===== config.mk =====
export PLATFORM = sky130hd
export DESIGN_NAME = e1_sigmf_align
export DESIGN_NICKNAME = d
export VERILOG_FILES = /design/src/rtl/sigmf_pkg.sv /design/src/rtl/sigmf_octet_cap.sv /design/src/rtl/sigmf_fsm.sv /design/src/rtl/sigmf_out.sv /design/src/rtl/e1_sigmf_align.sv
export SDC_FILE = /design/constraint.sdc
export NUM_CORES = 1
export LEC_CHECK = 0
export BUFFER_PORTS_ARGS = -buffer_cell sky130_fd_sc_hd__buf_2
export CAP_MARGIN = 10
export CORE_UTILIZATION = 57
export CTS_BUF_LIST = sky130_fd_sc_hd__clkbuf_2
export CTS_CLUSTER_SIZE = 24
export DETAILED_ROUTE_END_ITERATION = 8
export GPL_TIMING_DRIVEN = 0
export MAX_ROUTING_LAYER = met4
export PLACE_DENSITY = 0.9
export SLEW_MARGIN = 20
export SYNTH_ARGS = -nofsm -noshare
export SYNTH_HDL_FRONTEND = slang
export SYNTH_HIERARCHICAL = 1
export SYNTH_SLANG_ARGS = --single-unit
export TNS_END_PERCENT = 10

===== constraint.sdc =====
create_clock -name clk -period 1.8 [get_ports clk]
set_clock_uncertainty 0.1 [all_clocks]
set_input_delay 0.18 -clock clk [delete_from_list [all_inputs] [get_ports clk]]
set_output_delay 0.18 -clock clk [all_outputs]
set_load 0.02 [all_outputs]

===== src/rtl/sigmf_pkg.sv =====
package sigmf_pkg;
    typedef enum logic [1:0] {
        ST_IDLE = 2'd0,
        ST_HUNT = 2'd1,
        ST_SYNC = 2'd2
    } mfa_state_t;

    localparam logic [2:0] CTRL_FORCED = 3'b111;
    localparam logic       RMA_FORCED  = 1'b0;
endpackage


===== src/rtl/sigmf_octet_cap.sv =====
module sigmf_octet_cap #(
    parameter int NUM_TS  = 32,
    parameter int SIG_TS  = 16,
    parameter int OCT_W   = 8,
    localparam int TSW    = $clog2(NUM_TS),
    localparam int BW     = $clog2(OCT_W)
) (
    input  logic             clk,
    input  logic             rst_n,
    input  logic             rx_bit,
    input  logic [TSW-1:0]   ts_idx,
    input  logic [BW-1:0]    bit_idx,
    output logic             oct_vld,
    output logic [OCT_W-1:0] octet
);
    logic [OCT_W-1:0] shreg;
    logic             in_sig;
    logic             last_bit;

    assign in_sig   = (ts_idx == TSW'(SIG_TS));
    assign last_bit = in_sig && (bit_idx == BW'(OCT_W - 1));

    always_ff @(posedge clk) begin
        if (!rst_n) begin
            shreg   <= '0;
            octet   <= '0;
            oct_vld <= 1'b0;
        end else begin
            oct_vld <= last_bit;
            if (in_sig)
                shreg <= {shreg[OCT_W-2:0], rx_bit};
            if (last_bit)
                octet <= {shreg[OCT_W-2:0], rx_bit};
        end
    end
endmodule


===== src/rtl/sigmf_fsm.sv =====
module sigmf_fsm
    import sigmf_pkg::*;
#(
    parameter int MF_LEN  = 16,
    parameter int OCT_W   = 8,
    parameter int PAT_W   = 4,
    localparam int IDXW   = $clog2(MF_LEN),
    localparam int ZSPAN  = 2 * MF_LEN,
    localparam int ZW     = $clog2(ZSPAN)
) (
    input  logic             clk,
    input  logic             rst_n,
    input  logic             bfa_ok,
    input  logic             oct_vld,
    input  logic [OCT_W-1:0] octet,
    output mfa_state_t       state,
    output logic [IDXW-1:0]  mf_idx,
    output logic             locked,
    output logic             fr0_hit,
    output logic             lose_ev
);
    mfa_state_t      nxt;
    logic            prev_one;
    logic            err_prev;
    logic [ZW-1:0]   zcnt;
    logic [IDXW-1:0] nxt_idx;
    logic            pat_zero, all_zero, is_chk, acquire, err_loss, zero_loss;

    assign nxt_idx   = mf_idx + IDXW'(1);
    assign pat_zero  = (octet[OCT_W-1 -: PAT_W] == '0);
    assign all_zero  = (octet == '0);
    assign is_chk    = (state == ST_SYNC) && oct_vld && (nxt_idx == '0);
    assign acquire   = (state == ST_HUNT) && bfa_ok && oct_vld && pat_zero && prev_one;
    assign err_loss  = is_chk && !pat_zero && err_prev;
    assign zero_loss = (state == ST_SYNC) && oct_vld && all_zero && (zcnt == ZW'(ZSPAN - 1));

    always_comb begin
        nxt = state;
        unique case (state)
            ST_IDLE: if (bfa_ok) nxt = ST_HUNT;
            ST_HUNT: begin
                if (!bfa_ok)      nxt = ST_IDLE;
                else if (acquire) nxt = ST_SYNC;
            end
            ST_SYNC: begin
                if (!bfa_ok)                    nxt = ST_IDLE;
                else if (err_loss || zero_loss) nxt = ST_HUNT;
            end
            default: nxt = ST_IDLE;
        endcase
    end

    always_ff @(posedge clk) begin
        if (!rst_n) begin
            state    <= ST_IDLE;
            mf_idx   <= '0;
            prev_one <= 1'b0;
            err_prev <= 1'b0;
            zcnt     <= '0;
        end else begin
            state <= nxt;
            if (state == ST_IDLE || !bfa_ok)
                prev_one <= 1'b0;
            else if (oct_vld)
                prev_one <= !all_zero;
            if (acquire) begin
                mf_idx   <= '0;
                err_prev <= 1'b0;
                zcnt     <= '0;
            end else if (state == ST_SYNC && oct_vld) begin
                mf_idx <= nxt_idx;
                zcnt   <= all_zero ? zcnt + ZW'(1) : '0;
                if (is_chk)
                    err_prev <= !pat_zero;
            end
        end
    end

    always_comb begin
        locked  = (state == ST_SYNC) && bfa_ok;
        fr0_hit = acquire || is_chk;
        lose_ev = (state == ST_SYNC) && (!bfa_ok || err_loss || zero_loss);
    end
endmodule


===== src/rtl/sigmf_out.sv =====
module sigmf_out
    import sigmf_pkg::*;
#(
    parameter int OCT_W = 8
) (
    input  logic             clk,
    input  logic             rst_n,
    input  logic             locked,
    input  logic             fr0_hit,
    input  logic             lose_ev,
    input  logic [OCT_W-1:0] octet,
    input  logic             cfg_rma_en,
    input  logic             cfg_ais_en,
    input  logic             clr_evt,
    output logic             sig_upd_en,
    output logic [2:0]       rx_ctrl,
    output logic             rx_rma,
    output logic             tx_rma_req,
    output logic             tx_ais_req,
    output logic             loss_evt
);
    logic [2:0] cap_ctrl;
    logic       cap_rma;

    always_ff @(posedge clk) begin
        if (!rst_n) begin
            cap_ctrl <= CTRL_FORCED;
            cap_rma  <= RMA_FORCED;
            loss_evt <= 1'b0;
        end else begin
            if (fr0_hit) begin
                cap_ctrl <= {octet[3], octet[1], octet[0]};
                cap_rma  <= octet[2];
            end
            if (lose_ev)
                loss_evt <= 1'b1;
            else if (clr_evt)
                loss_evt <= 1'b0;
        end
    end

    always_comb begin
        sig_upd_en = locked;
        rx_ctrl    = locked ? cap_ctrl : CTRL_FORCED;
        rx_rma     = locked ? cap_rma  : RMA_FORCED;
        tx_rma_req = !locked && cfg_rma_en;
        tx_ais_req = !locked && cfg_ais_en;
    end
endmodule


===== src/rtl/e1_sigmf_align.sv =====
module e1_sigmf_align
    import sigmf_pkg::*;
#(
    parameter int NUM_TS = 32,
    parameter int SIG_TS = 16,
    parameter int MF_LEN = 16,
    parameter int OCT_W  = 8,
    parameter int PAT_W  = 4,
    localparam int TSW   = $clog2(NUM_TS),
    localparam int BW    = $clog2(OCT_W),
    localparam int IDXW  = $clog2(MF_LEN)
) (
    input  logic            clk,
    input  logic            rst_n,
    input  logic            rx_bit,
    input  logic [TSW-1:0]  ts_idx,
    input  logic [BW-1:0]   bit_idx,
    input  logic            bfa_ok,
    input  logic            cfg_rma_en,
    input  logic            cfg_ais_en,
    input  logic            clr_evt,
    output logic            mf_locked,
    output logic [IDXW-1:0] mf_idx,
    output logic            sig_upd_en,
    output logic [2:0]      rx_ctrl,
    output logic            rx_rma,
    output logic            tx_rma_req,
    output logic            tx_ais_req,
    output logic            loss_evt
);
    logic             oct_vld;
    logic [OCT_W-1:0] octet;
    mfa_state_t       state;
    logic             fr0_hit;
    logic             lose_ev;

    sigmf_octet_cap #(.NUM_TS(NUM_TS), .SIG_TS(SIG_TS), .OCT_W(OCT_W)) u_cap (
        .clk(clk), .rst_n(rst_n), .rx_bit(rx_bit), .ts_idx(ts_idx),
        .bit_idx(bit_idx), .oct_vld(oct_vld), .octet(octet)
    );

    sigmf_fsm #(.MF_LEN(MF_LEN), .OCT_W(OCT_W), .PAT_W(PAT_W)) u_fsm (
        .clk(clk), .rst_n(rst_n), .bfa_ok(bfa_ok), .oct_vld(oct_vld),
        .octet(octet), .state(state), .mf_idx(mf_idx), .locked(mf_locked),
        .fr0_hit(fr0_hit), .lose_ev(lose_ev)
    );

    sigmf_out #(.OCT_W(OCT_W)) u_out (
        .clk(clk), .rst_n(rst_n), .locked(mf_locked), .fr0_hit(fr0_hit),
        .lose_ev(lose_ev), .octet(octet), .cfg_rma_en(cfg_rma_en),
        .cfg_ais_en(cfg_ais_en), .clr_evt(clr_evt), .sig_upd_en(sig_upd_en),
        .rx_ctrl(rx_ctrl), .rx_rma(rx_rma), .tx_rma_req(tx_rma_req),
        .tx_ais_req(tx_ais_req), .loss_evt(loss_evt)
    );
endmodule


==> results.md <==
* Post-DP Area at 1730 sq um
* Vias at 1,242
* Synth top area share at 0.436
* WP data required at 2.00 ns
* Final Critical Period at 1.77 ns
* Synth cell types at 37
* Least-Margin Pin Slew at 0.466 ns
* Main flop type after synthesis: dfxtp_1
* Top cells by count, synth: 34 x dfxtp_1, 22 x nand2_1, 21 x mux2i_1, 12 x nor2_1, 6 x nand3_1
* GP Congestion at 0.757
* Status: complete, no violations
* Slowest CP cell: dfxtp_4
* Layout cells sized above 1 at 0.355
* Number of diodes at 0
* Top-count cell post-synth: dfxtp_1
* Die Width at 54.3 microns
* Critical Path, Cell by Cell: ha_2 > xnor2_2 > nand2_2 > nor3_4 > nand2b_4 > buf_6 > mux2i_1 > nor2b_1
* DR WL/cell at 13.9 microns
* Setup ws final at 0.0278 ns
* Mapped Nets at 177
* Syn avg cell area at 9.88 sq um
* Hold Crit Depth at 3
* HP Start: rx_bit
* Setup violations, final at 0
* Yosys warning count at 6
* Clock sinks at 34
* Die Area at 2950 sq um
* Slowest stage delay, CP at 0.38 ns
* Initial antenna violation count at 0
* Clock Path Buffers at 2
* Placed cell count at 215
* Number of global-route vias before repair at 1,075
* Core Box Area at 2520 sq um
* Synthesized area at 1560 sq um
* Drc violations at 0
* Synth area leader: dfxtp_1
* Dpl ws at -0.0401 ns
* Worst hold slack at 0.00620 ns
* H-tree depth at 2
* Worst R2R Path Depth at 8
* Setup TNS at 0 ns
* TritonCTS clock tree: done
* Worst reg2reg path startpoint: u_fsm/mf_idx[0]
* Port bufs at 27
* First-pass DRT Iterations at 4
* Synth top area cells: dfxtp_1 44%, mux2i_1 13%, nand2_1 5.3%
* Power consumption at 1.16 mW
* Leakage at 0.760 nW
* Data arrival, critical path at 1.97 ns
* Starting Density at 0.619
* Clk Tree Root Cell: clkbuf_2
* Flop2flop setup slack at 0.03 ns
* Area delta synth->final at 21.3%
* Final slew viol count at 0
* Startpoint Class: register
* Clock Pin Slew Worst Setup and Hold Paths at 0.15 ns
* Core Util, Final at 0.751
* Final Cell Area at 1890 sq um
* Post-DP HPWL at 2170 microns
* Worst Setup Path Type: reg2reg
* CTS buffer count at 5
* Starting DRT DRC Count at 32
* PwrDens at 612 nW/um^2
* Ys async rst share at 0
* Final Hold Fails at 0
* Post-synthesis sequential area ratio at 0.436
* Avg Vias per Cell at 5.40
* CP endpoint kind: register
* Hold Path End: u_cap/octet[0]
* RSZ-0062 raised after global routing: yes
* Routed WL at 3210 microns
* HP Class: in2reg
* Headroom to the max-slew limit at 0.689
* Layout fillers at 182
* Worst flop-to-flop path endpoint: u_out/cap_rma
* Largest net degree at the start of global routing at 11
* Row Count at 18
* Layout Cells excl Fill at 230
* Global-route wire length before repair at 4800 microns
* Max-cap violations at 0
* Number of flops mapped to enable cells by yosys at 0
* ANT nets after route at 0
* Nets at 219
* Grt ovf at 0
* Worst-path maximum fanout at 4
* Part of the cycle the worst path needs at 0.985
* #FFs+latches synth at 34
* Die H at 54.3 microns
* Worst-skew pair later-pin latency at 0.39 ns
* IO Pins at 28
* Synth Instances at 158
* Overall global routing resource usage at 0.246
* Peak supply drop at 468 uV
* Fmax at 0.564 GHz
## flip-flops by register name, summed over array words and instances (netlist names), 2 cells and up
signal	count
u_cap/octet	8
u_cap/shreg	7
u_fsm/mf_idx	4
u_fsm/state	2
u_fsm/zcnt	5
u_out/cap_ctrl	3
## metal layers
metal  GRT usage  vias to the layer above  share of wire
li1            -                      622              -
met1       0.276                      563           0.43
met2       0.392                       50           0.49
met3      0.0611                        7          0.057
met4       0.145                        0          0.018
met5           -                        -              0
## kinds of logic after synthesis
logic type | Yosys count | synth area share
mux | 21 | 0.135
simple gates | 71 | 0.260
fa+ha+maj | 4 | 0.0321
compound gates | 15 | 0.0729
buf+inv | 8 | 0.0369
flops | 34 | 0.436
xor+xnor | 5 | 0.0280
## worst max-delay path: cells and delay by family (launching register included)
kind,cells,cell delay (ns)
AND/OR/NAND/NOR,4,0.51
flip-flops,1,0.38
adder cells (fa/ha/maj),1,0.21
XOR/XNOR,1,0.18
multiplexers,1,0.18
buffers and inverters,1,0.11
## timing repair
action                                  4_1_cts  5_1_grt
endpoints found under the setup margin       12       14
resized for setup                             4       15
setup buffers                                 1        4
endpoints found under the hold margin         5        0
pin swaps                                     1        3
hold buffers                                  3        0
## worst max path at each step
stage                                from  slack [ns]           endpoint
after floorplan           u_fsm/mf_idx[0]        0.03  u_out/cap_ctrl[2]
after global placement     u_cap/octet[5]        0.02  u_out/cap_ctrl[1]
after detailed placement   u_cap/octet[5]       -0.04      u_out/cap_rma
after CTS                 u_fsm/mf_idx[0]        0.01      u_out/cap_rma
after global routing      u_fsm/mf_idx[1]       -0.06      u_out/cap_rma
final                     u_fsm/mf_idx[0]        0.03      u_out/cap_rma
## power breakdown
part	switching (mW)	total, mW	leakage [nW]	internal, mW
Combinational	0.0331	0.0610	0.453	0.0279
Clock	0.242	0.343	0.0291	0.101
Sequential	0.00307	0.755	0.278	0.752
## final cells by class
class,count,area [sq um],share of cell area
clock buffers,7,35.0,0.0185
well taps,30,37.5,0.0198
repair buffers,35,203,0.107
inverters,2,7.51,0.00396
flip-flops and latches,34,693,0.366
multi-input cells,116,868,0.458
plain buffers,6,50.0,0.0264
## layout by cell type, fill, tap and decap left out, types with 2 or more instances in the layout
master | Yosys | final
ha_2 | 0 | 2
nor2_1 | 12 | 12
o21a_1 | 2 | 2
nand3_1 | 6 | 5
dfxtp_4 | 0 | 2
inv_1 | 2 | 2
nor2b_1 | 5 | 5
nand2_2 | 3 | 4
nor4_2 | 2 | 2
nand2b_1 | 5 | 4
dfxtp_2 | 0 | 4
a22oi_1 | 2 | 2
nor3_4 | 2 | 2
dfxtp_1 | 34 | 28
and2_1 | 3 | 2
xnor2_1 | 4 | 3
ha_1 | 4 | 2
mux2i_1 | 21 | 21
nand2_1 | 22 | 21
buf_2 | 1 | 28
a21oi_1 | 2 | 2
clkbuf_2 | 0 | 7
buf_4 | 1 | 6
and3_1 | 4 | 3
buf_6 | 3 | 3
o21ai_0 | 3 | 3
dlygate4sd3_1 | 0 | 3
Note: power is estimated with default switching activity, not from simulation.
